$ cat src/rtl/stat_group.sv
module stat_group #(
  parameter int WIDTH = 16,
  parameter logic [WIDTH-1:0] USED_MASK = 16'h07FF
) (
  input  logic             clk,
  input  logic             rst_n,
  input  logic [WIDTH-1:0] cond_in,
  input  logic             mask_wr,
  input  logic [WIDTH-1:0] mask_wdata,
  input  logic             evt_rd,
  input  logic             clr_all,
  output logic [WIDTH-1:0] cond_q,
  output logic [WIDTH-1:0] evt_q,
  output logic [WIDTH-1:0] mask_q,
  output logic             summary
);

  logic [WIDTH-1:0] prev_r, evt_r, mask_r, rise;
  logic             wipe;

  assign cond_q  = cond_in & USED_MASK;
  assign rise    = cond_q & ~prev_r;
  assign wipe    = evt_rd | clr_all;
  assign evt_q   = evt_r;
  assign mask_q  = mask_r;
  assign summary = |(evt_r & mask_r);

  always_ff @(posedge clk) begin
    if (!rst_n) begin
      prev_r <= '0;
      evt_r  <= '0;
      mask_r <= '0;
    end else begin
      prev_r <= cond_q;
      evt_r  <= (wipe ? '0 : evt_r) | rise;
      if (mask_wr) mask_r <= mask_wdata & USED_MASK;
    end
  end

  assert_rise_latch_R3: assert property (@(posedge clk) disable iff (!rst_n)
    (rise != '0) |=> ((evt_r & $past(rise)) == $past(rise)));

  assert_evt_hold_R4: assert property (@(posedge clk) disable iff (!rst_n)
    !wipe |=> ((evt_r & $past(evt_r)) == $past(evt_r)));

  assert_clear_R5: assert property (@(posedge clk) disable iff (!rst_n)
    (wipe && rise == '0) |=> (evt_r == '0));

  assert_mask_load_R8: assert property (@(posedge clk) disable iff (!rst_n)
    mask_wr |=> (mask_r == ($past(mask_wdata) & USED_MASK)));

  assert_unused_zero_R9: assert property (@(posedge clk) disable iff (!rst_n)
    ((evt_r | mask_r) & ~USED_MASK) == '0);

endmodule

$ cat config.mk
export PLATFORM = sky130hd
export DESIGN_NAME = stat_group
export DESIGN_NICKNAME = d
export VERILOG_FILES = /design/src/rtl/stat_group.sv
export SDC_FILE = /design/constraint.sdc
export NUM_CORES = 1
export LEC_CHECK = 0
export BUFFER_PORTS_ARGS = -buffer_cell sky130_fd_sc_hd__buf_2
export CAP_MARGIN = 25
export CORE_ASPECT_RATIO = 1.5
export CORE_MARGIN = 2
export CORE_UTILIZATION = 30
export DETAILED_ROUTE_END_ITERATION = 12
export PLACE_DENSITY = 0.68
export SYNTH_ARGS = -nofsm -noshare
export SYNTH_HDL_FRONTEND = slang
export SYNTH_SLANG_ARGS = --single-unit
$ cat constraint.sdc
create_clock -name clk -period 1.4 [get_ports clk]
set_clock_uncertainty 0.2 [all_clocks]
set_input_delay 0.07 -clock clk [delete_from_list [all_inputs] [get_ports clk]]
set_output_delay 0.07 -clock clk [all_outputs]
set_load 0.02 [all_outputs]
== After elaboration in Yosys (flattened, before gate mapping) ==
Index checks and enable logic that the tools add are counted.

* Bits in registers: 43
* Bits of input ports: 37
* Output and inout bits: 49

* Bitwise logic cells: 5
* Reduce and logical (&&, ||, !) cells: 1
* Muxes and demuxes: 1

{| class="wikitable"
|+ Operators by type and width
! operator !! count
|-
| $and A11 B16 Y16 || 1
|-
| $and A16 B11 Y16 || 1
|-
| $mux W16 || 1
|-
| $not A16 Y16 || 1
|-
| $or A16 B16 Y16 || 1
|-
| $reduce_or A16 Y1 || 1
|-
| $or A1 B1 Y1 || 1
|}

== Longest topological paths before layout ==
* Depth in word-level cells: 3
* Mapped depth: 4
* Depth with buffers taken out: 3

== Least setup slack after synthesis ==
OpenSTA, ideal clock, no wires.

* Path kind: reg-to-output
* Start point: register evt_r[3] (netlist: evt_q[3])
* End point: output port summary
* Path slack: 97 ps
* Stages on the path, launching flop included: 4
* Data required time: 1130 ps
* Buffers on the path: 0
* Arrival time: 1033 ps
* Cells stage by stage: dfxtp_1 a22o_1 a221oi_1 nand3_1

* Word-level cells in the longest chain between the ends: 2

{| class="wikitable"
|+ RTL lines
! item !! line !! text
|-
| from (decl) || 18 || <nowiki>logic [WIDTH-1:0] prev_r, evt_r, mask_r, rise;</nowiki>
|-
| from (signal assigned) || 35 || <nowiki>evt_r <= (wipe ? '0 : evt_r) | rise;</nowiki>
|-
| $and A16 B11 Y16 || 26 || <nowiki>assign summary = |(evt_r & mask_r);</nowiki>
|-
| $reduce_or A16 Y1 || 26 ||
|-
| to (decl) || 15 || <nowiki>output logic summary</nowiki>
|}

Every way passes these cells.

== Worst setup path in the final report ==
* Start point: register mask_r[8] (netlist: mask_q[8])
* End point: output port summary

* Word-level cells in the longest chain between the ends: 2

{| class="wikitable"
|+ RTL lines
! item !! line !! text
|-
| from (decl) || 18 ||
|-
| from (signal assigned) || 36 || <nowiki>if (mask_wr) mask_r <= mask_wdata & USED_MASK;</nowiki>
|-
| $and A16 B11 Y16 || 26 ||
|-
| $reduce_or A16 Y1 || 26 ||
|}

Every way passes these cells.

==> metrics.txt <==
outcome complete, but fails checks; failing checks design-rule violations, negative setup slack; most frequent cell after synthesis dfxtp_1; simple-gate share of the synthesized area 12.6%; clock root buffer clkbuf_8; most used flip-flop cell after synthesis dfxtp_1; Yosys top cell area share 49.3%; Avg Cell Area, Syn 9.79 µm²; ANT cells 0; period utilisation layout 114%; Die Y 85.9 µm; cell taking the most area after synthesis dfxtp_1; vias in the first global route 1019; MaxCap Viol Count 0; synthesis-stage register bit count 33; largest family of logic cells by synthesized area buffers and inverters; fraction of layout cells with a size suffix above 1 40.2%; Setup WS pre-CTS -0.0130 ns; pins over their slew limit 0; fin worst setup slack -0.193 ns; grt met3 use 3.77%; Sink Count 33; largest net degree at the start of global routing 23; Mapped Area 0.00134 mm²; placed cell area 0.00156 mm²; GP Congestion 0.728; vias per cell 4.15; clk buf depth 2; num rows 29; via count 1078; Cell Pwr Density 1110 mW/mm²; M2 GR Usage 20.7%; ys async rst share 0%; dpl hpwl 1950 µm; adder-cell share of the synthesized area 0%; Seq/Total Area, Yosys 49.3%; Yosys warning count 0; Data arrival, critical path 1.32 ns; starting density of the core 31.3%; number of DRC markers in iteration 0 14; Peak VDD IR 0.000316 V; Fin. Hold Viols 0; Syn Inst Count 137; # fillers 429; CP endpoint kind primary output; Worst Hold Class input pin to flop; CTS HTree Levels 2; PortBufs 60; routed wire length 2790 µm; Synth Area in Compound Gates 10.3%; P_leak 1.00 nW; first-pass GRT wire length 4420 µm; GRT Util Overall 11.9%; post-route cell area 0.00189 mm²; io pins 86; nets 251; Pre-antenna DRT Iters 8; P&R area growth vs syn 41.0%; Synth area leaders dfxtp_1, buf_4, mux2i_1; crit start category flop; Post-synth EDFFs 0; Peak Freq 0.628 GHz; Synth cell types 16; RSZ-0062 raised after global routing true; Worst-Skew Late Latency 0.27 ns; DR WL/cell 10.7 µm; clk slew on worst S/H paths 0.06 ns; area of the core 0.00428 mm²; most common library cells after synthesis dfxtp_1, buf_4, nand2_1; Antenna Nets Post-Route 0; most used routing layer met2; Final setup viols 1; CTS Buf Count 5; post-synthesis mux area share 8.21%; XOR/XNOR Fraction of Synth Area 0%; critical path type flop to primary output; drc violations 6; grt met1 use 11.6%; initial antenna violation count 0; GR Overflow Total 0; Tmin final 1.59 ns; CTS tree built; die footprint 0.00503 mm²; die width 58.6 µm; CP required 1.13 ns; CP Max Fanout 3
critical path: stages, from the launching register on:
cell and delay (ns):
dfxtp_1 0.32, a22o_1 0.25, a221oi_2 0.18, nand3_1 0.13, buf_6 0.16
layout by cell type (no fill, tap or decap), types with 3 or more instances in the layout:
master / n
o21ai_2: 10
inv_1: 11
nor2b_1: 11
buf_2: 59
dfxtp_1: 30
conb_1: 15
clkbuf_8: 6
mux2i_1: 11
dfxtp_2: 3
buf_4: 4
nand2_1: 22
dlygate4sd3_1: 22
power by group:
part	leakage (nW)	switching, mW	internal, mW	total (mW)
registers	0.275	0.0374	0.998	1.04
clock network	0.0443	0.302	0.389	0.692
logic	0.681	0.213	0.167	0.380
final cells by class:
cell class	instances	area [µm²]	area share (%)
Tap cell	46	57.6	3.04
Sequential cell	33	664	35.1
Clock buffer	7	86.3	4.56
Multi-Input combinational cell	77	485	25.7
Timing Repair Buffer	86	557	29.4
Inverter	11	41.3	2.18
kinds of logic after synthesis:
kind of cell	after synthesis
muxes	11
DFF	33
buffers and inverters	41
and+or+nand+nor	35
other	1
AOI/OAI and AO/OA	16
path summary, 6_finish.rpt:
check / end / startpoint / cells after the start / slack (ns)
worst max-delay path: summary / mask_q[8] / 4 / -0.19
worst min-delay path: evt_q[8] / clr_all / 5 / 0.04
worst max register to register: mask_q[3] / mask_q[3] / 3 / 0.47
worst min register to register: evt_q[8] / prev_r[8] / 1 / 0.21
stage by stage:
step / setup TNS (ns) / cells / hold WS, ns / power, mW / util [%]
final: -0.193 / 260 / 0.0400 / 2.11 / 44.2
after global placement: -0.00156 / 230 / 0.0960 / 1.37 / 36.3
after CTS: -0.224 / 260 / 0.0343 / 2.14 / 44.2
after global routing: -0.266 / 260 / 0.0563 / 2.22 / 44.2
after floorplan: 0 / 151 / -0.0234 / 1.31 / -
after detailed placement: -0.0130 / 230 / 0.105 / 1.38 / 36.3
per-layer routing:
layer	share of wire [%]	wire (µm)
met5	0	0
met2	54	1500
met3	6.3	175
met4	4.2	117
met1	36	993
timing repair:
action                                  in CTS  in global routing
pin swaps                                    2                  1
resized for setup                            6                  1
endpoints found under the hold margin       33                  0
endpoints found under the setup margin       1                  1
hold buffers                                22                  0
setup buffers                                1                  0
sequential cells by signal, summed over array words and instances, names as in the netlist:
register	cells
mask_q	11
prev_r	11
evt_q	11
Note: power is estimated with default switching activity, not from simulation.
